## config.mk

```make
export PLATFORM = sky130hd
export DESIGN_NAME = lf_gap_responder
export DESIGN_NICKNAME = d
export VERILOG_FILES = /design/src/rtl/lfgr_pkg.sv /design/src/rtl/lfgr_edge_sync.sv /design/src/rtl/lfgr_gap_rx.sv /design/src/rtl/lfgr_manch_tx.sv /design/src/rtl/lf_gap_responder.sv
export SDC_FILE = /design/constraint.sdc
export NUM_CORES = 1
export LEC_CHECK = 0
export BUFFER_PORTS_ARGS = -buffer_cell sky130_fd_sc_hd__buf_4
export CORE_MARGIN = 8
export CORE_UTILIZATION = 45
export CTS_CLUSTER_DIAMETER = 30
export DETAILED_ROUTE_END_ITERATION = 8
export PLACE_DENSITY = 0.67
export RECOVER_POWER = 25
export SLEW_MARGIN = 20
export SYNTH_ARGS = -nofsm -noshare
export SYNTH_HDL_FRONTEND = slang
export SYNTH_SLANG_ARGS = --single-unit
```

## constraint.sdc

```tcl
create_clock -name clk -period 3.1 [get_ports clk]
set_clock_uncertainty 0.15 [all_clocks]
set_input_delay 0.31 -clock clk [delete_from_list [all_inputs] [get_ports clk]]
set_output_delay 0.31 -clock clk [all_outputs]
set_load 0.02 [all_outputs]
```

## src/rtl/lfgr_pkg.sv

```systemverilog
package lfgr_pkg;
  typedef enum logic [1:0] {
    TX_IDLE = 2'd0,
    TX_WAIT = 2'd1,
    TX_SEND = 2'd2
  } tx_state_e;
endpackage

```

## src/rtl/lfgr_edge_sync.sv

```systemverilog
module lfgr_edge_sync #(
  parameter int STAGES = 2
) (
  input  logic clk,
  input  logic rst_n,
  input  logic din,
  output logic rise
);
  logic [STAGES:0] pipe_q;
  logic [STAGES:0] pipe_d;

  always_comb pipe_d = {pipe_q[STAGES-1:0], din};

  always_ff @(posedge clk or negedge rst_n) begin
    if (!rst_n) pipe_q <= '0;
    else        pipe_q <= pipe_d;
  end

  // pipe_q[STAGES-1] is the synchronized level, pipe_q[STAGES] its delayed copy
  assign rise = pipe_q[STAGES-1] & ~pipe_q[STAGES];
endmodule

```

## src/rtl/lfgr_gap_rx.sv

```systemverilog
module lfgr_gap_rx #(
  parameter int FRAME_BITS = 80,
  parameter int CNT_W      = 9,
  parameter int T_ZERO_MIN = 15,
  parameter int T_ONE_MIN  = 24,
  parameter int T_EOF      = 40,
  localparam int LEN_W     = $clog2(FRAME_BITS + 1)
) (
  input  logic                  clk,
  input  logic                  rst_n,
  input  logic                  tick,
  input  logic                  rise,
  output logic [CNT_W-1:0]      gap_cnt,
  output logic                  frame_done,
  output logic [LEN_W-1:0]      frame_len,
  output logic [FRAME_BITS-1:0] frame_data
);
  localparam logic [CNT_W-1:0] CNT_MAX = '1;
  localparam logic [CNT_W-1:0] LIM_Z   = CNT_W'(T_ZERO_MIN);
  localparam logic [CNT_W-1:0] LIM_O   = CNT_W'(T_ONE_MIN);
  localparam logic [CNT_W-1:0] LIM_E   = CNT_W'(T_EOF);
  localparam logic [LEN_W-1:0] CAP     = LEN_W'(FRAME_BITS);

  logic [CNT_W-1:0]      cnt_q, cnt_d, meas;
  logic                  stale_q, stale_d;
  logic [LEN_W-1:0]      nb_q, nb_d;
  logic [FRAME_BITS-1:0] acc_q, acc_d;
  logic                  done_q, done_d;
  logic [LEN_W-1:0]      flen_q, flen_d;
  logic [FRAME_BITS-1:0] fdat_q, fdat_d;

  // gap including a tick that coincides with the closing edge
  always_comb meas = (tick && cnt_q != CNT_MAX) ? cnt_q + 1'b1 : cnt_q;

  always_comb begin
    cnt_d   = cnt_q;
    stale_d = stale_q;
    nb_d    = nb_q;
    acc_d   = acc_q;
    done_d  = 1'b0;
    flen_d  = flen_q;
    fdat_d  = fdat_q;
    if (rise) begin
      cnt_d   = '0;
      stale_d = 1'b0;
      if (!stale_q && meas >= LIM_Z && meas <= LIM_E && nb_q < CAP) begin
        acc_d[FRAME_BITS-1-int'(nb_q)] = (meas >= LIM_O);
        nb_d = nb_q + 1'b1;
      end
    end else if (tick) begin
      if (cnt_q != CNT_MAX) cnt_d = cnt_q + 1'b1;
      if (!stale_q && cnt_q == LIM_E) begin
        stale_d = 1'b1;
        if (nb_q != '0) begin
          done_d = 1'b1;
          flen_d = nb_q;
          fdat_d = acc_q;
        end
        nb_d  = '0;
        acc_d = '0;
      end
    end
  end

  always_ff @(posedge clk or negedge rst_n) begin
    if (!rst_n) begin
      cnt_q   <= '0;
      stale_q <= 1'b0;
      nb_q    <= '0;
      acc_q   <= '0;
      done_q  <= 1'b0;
      flen_q  <= '0;
      fdat_q  <= '0;
    end else begin
      cnt_q   <= cnt_d;
      stale_q <= stale_d;
      nb_q    <= nb_d;
      acc_q   <= acc_d;
      done_q  <= done_d;
      flen_q  <= flen_d;
      fdat_q  <= fdat_d;
    end
  end

  assign gap_cnt    = cnt_q;
  assign frame_done = done_q;
  assign frame_len  = flen_q;
  assign frame_data = fdat_q;
endmodule

```

## src/rtl/lfgr_manch_tx.sv

```systemverilog
module lfgr_manch_tx
  import lfgr_pkg::*;
#(
  parameter int FRAME_BITS  = 80,
  parameter int CNT_W       = 9,
  parameter int START_BITS  = 5,
  parameter int BIT_PERIODS = 31,
  parameter int HALF_PER    = 15,
  parameter int GUARD       = 8,
  localparam int LEN_W      = $clog2(FRAME_BITS + 1),
  localparam int SH_W       = FRAME_BITS + START_BITS,
  localparam int TOT_W      = $clog2(SH_W + 1),
  localparam int PC_W       = $clog2(BIT_PERIODS)
) (
  input  logic                  clk,
  input  logic                  rst_n,
  input  logic                  tick,
  input  logic [CNT_W-1:0]      gap_cnt,
  input  logic                  rsp_req,
  input  logic [LEN_W-1:0]      rsp_len,
  input  logic [FRAME_BITS-1:0] rsp_bits,
  input  logic [CNT_W-1:0]      fdt,
  output logic                  coil_load,
  output logic                  busy
);
  localparam logic [LEN_W-1:0] CAP   = LEN_W'(FRAME_BITS);
  localparam logic [CNT_W-1:0] GRD   = CNT_W'(GUARD);
  localparam logic [PC_W-1:0]  PC_LST = PC_W'(BIT_PERIODS - 1);
  localparam logic [PC_W-1:0]  PC_HLF = PC_W'(HALF_PER);

  tx_state_e        st_q, st_d;
  logic [SH_W-1:0]  sh_q, sh_d;
  logic [TOT_W-1:0] left_q, left_d;
  logic [PC_W-1:0]  pc_q, pc_d;
  logic [CNT_W-1:0] thr_q, thr_d;
  logic [LEN_W-1:0] len_c;

  always_comb len_c = (rsp_len > CAP) ? CAP : rsp_len;

  always_comb begin
    st_d   = st_q;
    sh_d   = sh_q;
    left_d = left_q;
    pc_d   = pc_q;
    thr_d  = thr_q;
    unique case (st_q)
      TX_IDLE: if (rsp_req) begin
        st_d   = TX_WAIT;
        sh_d   = {{START_BITS{1'b1}}, rsp_bits};
        left_d = TOT_W'(len_c) + TOT_W'(START_BITS);
        thr_d  = (fdt > GRD) ? fdt - GRD : '0;
        pc_d   = '0;
      end
      TX_WAIT: if (gap_cnt >= thr_q) begin
        st_d = TX_SEND;
        pc_d = '0;
      end
      TX_SEND: if (tick) begin
        if (pc_q == PC_LST) begin
          pc_d   = '0;
          sh_d   = {sh_q[SH_W-2:0], 1'b0};
          left_d = left_q - 1'b1;
          if (left_q == TOT_W'(1)) st_d = TX_IDLE;
        end else begin
          pc_d = pc_q + 1'b1;
        end
      end
      default: st_d = TX_IDLE;
    endcase
  end

  always_ff @(posedge clk or negedge rst_n) begin
    if (!rst_n) begin
      st_q   <= TX_IDLE;
      sh_q   <= '0;
      left_q <= '0;
      pc_q   <= '0;
      thr_q  <= '0;
    end else begin
      st_q   <= st_d;
      sh_q   <= sh_d;
      left_q <= left_d;
      pc_q   <= pc_d;
      thr_q  <= thr_d;
    end
  end

  assign coil_load = (st_q == TX_SEND) &&
                     (sh_q[SH_W-1] ? (pc_q < PC_HLF) : (pc_q >= PC_HLF));
  assign busy      = (st_q != TX_IDLE);
endmodule

```

## src/rtl/lf_gap_responder.sv

```systemverilog
module lf_gap_responder #(
  parameter int FRAME_BITS  = 80,
  parameter int CNT_W       = 9,
  parameter int SYNC_STAGES = 2,
  parameter int T_ZERO_MIN  = 15,
  parameter int T_ONE_MIN   = 24,
  parameter int T_EOF       = 40,
  parameter int START_BITS  = 5,
  parameter int BIT_PERIODS = 31,
  parameter int HALF_PER    = 15,
  parameter int GUARD       = 8,
  localparam int LEN_W      = $clog2(FRAME_BITS + 1)
) (
  input  logic                  clk,
  input  logic                  rst_n,
  input  logic                  field_in,
  input  logic                  tick,
  input  logic                  rsp_req,
  input  logic [LEN_W-1:0]      rsp_len,
  input  logic [FRAME_BITS-1:0] rsp_bits,
  input  logic [CNT_W-1:0]      fdt,
  output logic                  coil_load,
  output logic                  busy,
  output logic                  frame_done,
  output logic [LEN_W-1:0]      frame_len,
  output logic [FRAME_BITS-1:0] frame_data
);
  logic             rise_raw, rise_ok;
  logic [CNT_W-1:0] gap_cnt;

  lfgr_edge_sync #(.STAGES(SYNC_STAGES)) u_sync (
    .clk(clk), .rst_n(rst_n), .din(field_in), .rise(rise_raw)
  );

  // reader edges are not observed while a reply is pending or on air
  assign rise_ok = rise_raw & ~busy;

  lfgr_gap_rx #(
    .FRAME_BITS(FRAME_BITS), .CNT_W(CNT_W), .T_ZERO_MIN(T_ZERO_MIN),
    .T_ONE_MIN(T_ONE_MIN), .T_EOF(T_EOF)
  ) u_rx (
    .clk(clk), .rst_n(rst_n), .tick(tick), .rise(rise_ok),
    .gap_cnt(gap_cnt), .frame_done(frame_done),
    .frame_len(frame_len), .frame_data(frame_data)
  );

  lfgr_manch_tx #(
    .FRAME_BITS(FRAME_BITS), .CNT_W(CNT_W), .START_BITS(START_BITS),
    .BIT_PERIODS(BIT_PERIODS), .HALF_PER(HALF_PER), .GUARD(GUARD)
  ) u_tx (
    .clk(clk), .rst_n(rst_n), .tick(tick), .gap_cnt(gap_cnt),
    .rsp_req(rsp_req), .rsp_len(rsp_len), .rsp_bits(rsp_bits),
    .fdt(fdt), .coil_load(coil_load), .busy(busy)
  );
endmodule

```

### After elaboration in Yosys (flattened, before gate mapping)

Index checks and enable logic that the tools add are counted.

* bitwise gates (word level): 5
* add/sub/neg operators: 7
* reduce and logical (&&, ||, !) cells: 24
* order comparisons: 11
* muxes and demuxes: 44
* eq/ne operators: 12

Operator list (number)
* $mux 80: 4
* $mux 85: 3
* $pmux 85 s2: 1
* $bwmux 80: 1
* $mux 7: 8
* $mux 9: 5
* $ge 32x1->1 const B: 1
* $lt 32x9->1 const B: 1
* $mux 5: 4
* $pmux 5 s3: 1
* $pmux 7 s2: 1
* $reduce_and 4->1: 3
* $mux 2: 5
* $reduce_bool 2->1: 5
* $add 9x1->9 const B: 1
* $eq 9x6->1 const B: 1
* $ge 9x4->1 const B: 1
* $ge 9x5->1 const B: 1
* $ge 9x9->1: 1
* $gt 9x4->1 const B: 1
* $le 9x6->1 const B: 1
* $mux 1: 9
* $ne 9x9->1 const B: 1
* $sub 9x4->9 const B: 1
* other kinds (27): 42

* output and inout bits: 90
* logic and storage cells: 116
* register bits after elaboration: 296
* bits of input ports: 101

### Longest topological paths before layout

* word-level depth: 9
* depth in mapped cells: 14
* mapped depth without buffers: 11

### Modules after synthesis

From an unflattened synthesis, not the netlist that was laid out.

* cells, all modules: 1399
* area, all modules: 13890.8 um^2

By module, submodules not included
* lfgr_gap_rx: seq. area each 4629.4 um^2, cells each 750, times used 1, area each 8420.6 um^2
* lfgr_manch_tx: seq. area each 2702.6 um^2, cells each 644, times used 1, area each 5367.6 um^2
* lfgr_edge_sync: seq. area each 75.1 um^2, cells each 4, times used 1, area each 88.8 um^2
* lf_gap_responder: seq. area each 0.0 um^2, cells each 1, times used 1, area each 13.8 um^2

### Worst setup path after synthesis

OpenSTA, ideal clock, no wires.

* path kind: reg2reg
* start: register u_rx.cnt_q[1], in the netlist u_rx.gap_cnt[1]
* end: register u_rx.acc_q[42]
* setup time: 137 ps
* arrival: 2904 ps
* stages on the path, launching flop included: 15
* setup slack: -91 ps
* data required time: 2813 ps
* period minus slack after synthesis: 3191 ps
* buffers on the path: 3
* path through: dfrtp_1 ha_1 nand3_1 nor2_1 and3_1 ha_1 nand2b_1 buf_2 nor3_1 xnor2_1 o311a_1 buf_2 buf_1 nand4_1 mux2i_1

* longest elaborated chain between the ends: 9
* elaborated cells on any way between the ends: 18
* classes of those cells: add/sub (1); order compare (3); eq/ne (3); mux (4); reduce/logical (7)

RTL lines
* start: declaration: RTL line lfgr_gap_rx.sv:24 `logic [CNT_W-1:0] cnt_q, cnt_d, meas;`
* start signal: assignment: RTL line lfgr_gap_rx.sv:75 `cnt_q <= cnt_d;`
* parallel branches: the longest is 9 deep, another holds $add 9x1->9
* end signal: assignment: RTL line lfgr_gap_rx.sv:70 `acc_q <= '0;`
* end signal: assignment: RTL line lfgr_gap_rx.sv:78 `acc_q <= acc_d;`
* end: declaration: RTL line lfgr_gap_rx.sv:27 `logic [FRAME_BITS-1:0] acc_q, acc_d;`

Parallel ways; which one is timed is not known. The select of a mux whose other input is x is not followed.
A chain may end at the register's enable or synchronous reset.

### Worst setup path after layout

Same ends and word-level chain as after synthesis.

==> impl_results.md <==
- EDFF count, synth: 0
- Largest delay share family, worst path: simple AND/OR/NAND/NOR gates
- Cells on Worst Hold Path: 4
- Die W: just under 200 um
- H-tree levels: 3
- Sequential Area: between 0.007 and 0.008 mm^2
- HP Class: input port to flip-flop
- Final Setup Violations: 0
- Dpl ws: a little over 0.06 ns
- Fin Setup TNS: 0 ns
- Diodes inserted: 0
- Worst R2R End: u_rx.acc_q[42]
- Reg2reg path depth: 13
- Top_reg_cell synth: dfrtp_1
- Die footprint: 0.0376 mm^2
- Hold path endpoint: u_tx.left_q[3]
- Max stage delay on crit path: roughly 0.38 ns
- Reg2reg start: u_rx.gap_cnt[1]
- Slew Viols, Final: 92
- Critical Path AT: around 3.3 ns
- Max cap viols: 1
- Die height: 194 um
- Multi-input logic area: 0.00630 mm^2
- Reg clk slew, reported paths: roughly 0.04 ns
- Cells after synthesis: 1466
- Power Internal: roughly 11000 uW
- Post-synthesis sequential element count: roughly 300
- Antenna violation net count after detailed routing: 0
- Core area: between 0.03 and 0.04 mm^2
- Crit path max-delay cell type: o311a_2
- Deepest clock path buffer count: 3
- Average cell area after synthesis: slightly below 10 um^2
- Synth area leader: dfrtp_1
- Vias in the first global route: ~12000
- CP endpoint kind: flip-flop
- Fmax: between 300 and 400 MHz
- Number of I/O pins: roughly 190
- Initial antenna violation count: 0
- Syn_nets: 1592
- Register area share after synthesis: ~52%
- Largest net degree at the start of global routing: approximately 130
- Worst Path Required: approximately 3.4 ns
- R2r setup slk: approximately 0.13 ns
- CTS Sinks: 296
- CTS Buf Count: between 70 and 80
- Gr usage total: around a fifth
- Wire per inst: around 17 um
- Synth warn: 0
- Asr flop ratio synth: 100%
- Leakage: 0.00957 uW
- Area delta synth->final: 38.0%
- Gr ovfl total: 0
- GP Congestion: around 0.85
- WL final: between 30 and 40 mm
- Clock root cell: clkbuf_16
- Cell Pwr Density: 816 mW/mm^2
- TritonRoute pass-1 iters: 7
- Period minus WS final: between 2 and 3 ns
- Clk network pwr share: between 40% and 50%
- Status: finished, violations left
- Net count, final: 1884
- First-pass GRT wire length: approximately 64 mm
- Peak VDD IR: between 500 and 600 uV
- Part of the power in registers: a little under a third
- DR DRC count: 0
- Period utilisation layout: between 90 and 100%
- Synth top area cells: dfrtp_1 (52%), nand2_1 (7.5%), mux2i_1 (6.1%)
- Yosys top cell area share: around 52%
- Layout cell share with drive strength beyond 1: 24.5%
- Row count: 65
- Post-synthesis cell area: ~0.014 mm^2
- Hold_sp: rsp_len[3]
- DRT iter0 DRCs: about 1000
- Via-per-instance ratio: around 5.4
- Final setup margin: roughly 0.13 ns
- Worst setup path class: flip-flop to flip-flop
- Filler Cells Inserted: 2472
- Worst Max-Slew Pin Slew: roughly 2.2 ns
- Comb power frac: 23.1%
- Crit path launch type: flip-flop
- Total power: roughly 16000 uW
- Worst-skew pair later-pin latency: between 0.5 and 0.6 ns
- Cells along the critical path: ha_2 -> nand3_1 -> nor2_1 -> and3_1 -> ha_4 -> nand3b_1 -> xor2_1 -> mux2i_1 -> o311a_2 -> buf_12 -> buf_12 -> nand4_1 -> mux2i_1
- Max_slew headroom: -47.6%
- Final hold violation count: 0
- CP max FO: 25
- Synth cell types: 60
- Switch Pwr: around 4900 uW
- Switching Share: a little under a third
- CTS tree: done
- I/O Buffers: between 150 and 200
- Failing checks: capacitance limit, slew limit
- Via Count: roughly 12000
- Crit path buf inv count: 2
- DPL Wire Length: 23.1 mm
- Starting density of the core: around 45%
[how the worst max path moves through the flow]
stage | startpoint | end | slack (ns) | cells after the start
after floorplan | u_rx.gap_cnt[1] | u_rx.acc_q[52] | 0.01 | 14
after global placement | u_rx.gap_cnt[0] | u_rx.nb_q[6] | 0.14 | 12
after detailed placement | u_rx.gap_cnt[0] | u_rx.acc_q[46] | 0.06 | 13
after CTS | u_rx.gap_cnt[0] | u_rx.acc_q[42] | 0.02 | 13
after global routing | u_rx.gap_cnt[1] | u_rx.acc_q[1] | -0.04 | 14
final | u_rx.gap_cnt[1] | u_rx.acc_q[42] | 0.13 | 13
[worst register-to-register path, stage by stage (launching register included)]
cell and delay [ns]:
dfrtp_1 0.36, ha_2 0.19, nand3_1 0.11, nor2_1 0.13, and3_1 0.20, ha_4 0.16, nand3b_1 0.12, xor2_1 0.26
mux2i_1 0.14, o311a_2 0.38, buf_12 0.17, buf_12 0.17, nand4_1 0.15, mux2i_1 0.22
[kinds of logic after synthesis]
group / after synthesis / share of synthesized area [%]
simple gates: 647 / 20.2
compound gates: 159 / 7.07
flops: 296 / 52.0
buf+inv: 146 / 4.30
mux: 180 / 13.5
fa+ha+maj: 25 / 2.20
xor+xnor: 13 / 0.799
[flip-flops by register name, indices dropped and copies added, names as in the netlist]
name	count
u_tx.pc_q	5
u_tx.thr_q	9
u_tx.left_q	7
u_rx.frame_data	80
u_rx.frame_len	7
u_rx.acc_q	80
u_rx.gap_cnt	9
u_rx.nb_q	7
u_sync.pipe_q	3
u_tx.st_q	2
u_rx.frame_done	1
u_rx.stale_q	1
u_tx.sh_q	85
[power by group through the flow]
stage	Sequential, uW	Combinational [uW]	Clock, uW
finish	5050	3700	7290
global route	5120	4160	7660
global placement	5040	3340	0
floorplan	4960	2500	0
detailed placement	5070	3430	0
CTS	5030	3550	7420
[timing repair]
| action | in CTS | in global routing |
|---|---|---|
| endpoints found under the hold margin | 178 | 0 |
| hold buffers | 91 | 0 |
| buffers inserted | 0 | 2 |
| cloned | 0 | 1 |
| gates resized for setup | 1 | 10 |
| endpoints found under the setup margin | 5 | 86 |
| pin swaps | 0 | 7 |
[cell usage after synthesis, types with 10 or more instances]
cell and count:
clkbuf_1 77, nand4_1 89, buf_2 15, buf_1 11, mux2_2 71, nand2_1 285
a31oi_1 86, inv_1 32, a21oi_1 18, mux2_1 22, nand3_1 19, nand2b_1 10
dfrtp_1 296, nor2_1 184, nor3_1 15, mux2i_1 87, o21ai_0 27, ha_1 25
[layout make-up]
cell class              instances  area share, %
flip-flops and latches        296           37.7
inverters                      33          0.630
multi-input cells            1024           32.0
well taps                     402           2.56
clock buffers                  98           10.4
repair buffers                331           14.9
clock inverters                30           1.80
[through the flow]
stage	utilization (%)	hold WS [ns]	area (um^2)	cells
final	62.6	0.0394	19700	2214
after global routing	62.6	0.0631	19700	2214
after CTS	62.4	0.00488	19600	2211
after detailed placement	51.8	0.212	16300	1992
after global placement	51.8	0.204	16300	1992
after floorplan	-	-0.136	14200	1466
[cells in the final DEF, fill, tap and decap left out, types with 6 or more instances in the layout]
cell           netlist  layout
a21oi_1             18      18
a31oi_1             86      85
and3_1               6       6
buf_12               0      16
buf_4                6     217
bufinv_16            0       6
clkbuf_1            77      13
clkbuf_16            0      74
clkbuf_8             0      12
clkinv_2             0      11
clkinvlp_4           0       8
dfrtp_1            296     296
dlygate4sd3_1        0      91
ha_1                25      23
inv_1               32      32
mux2_1              22      22
mux2_2              71      71
mux2i_1             87      87
nand2_1            285     285
nand2b_1            10       8
nand3_1             19      19
nand4_1             89      89
nor2_1             184     183
nor2b_1              8       8
nor3_1              15      13
o21ai_0             27      27
or3_1                8       8
xnor2_1              7       6
xor2_1               6       6
[per-layer routing]
layer	up-vias	wire, um	track usage (%)
met4	0	759	6.39
met3	68	2980	6.00
met1	5869	16600	26.2
met5	-	0	0
li1	5684	-	-
met2	391	18200	32.4
(Power assumes the default switching activity.)
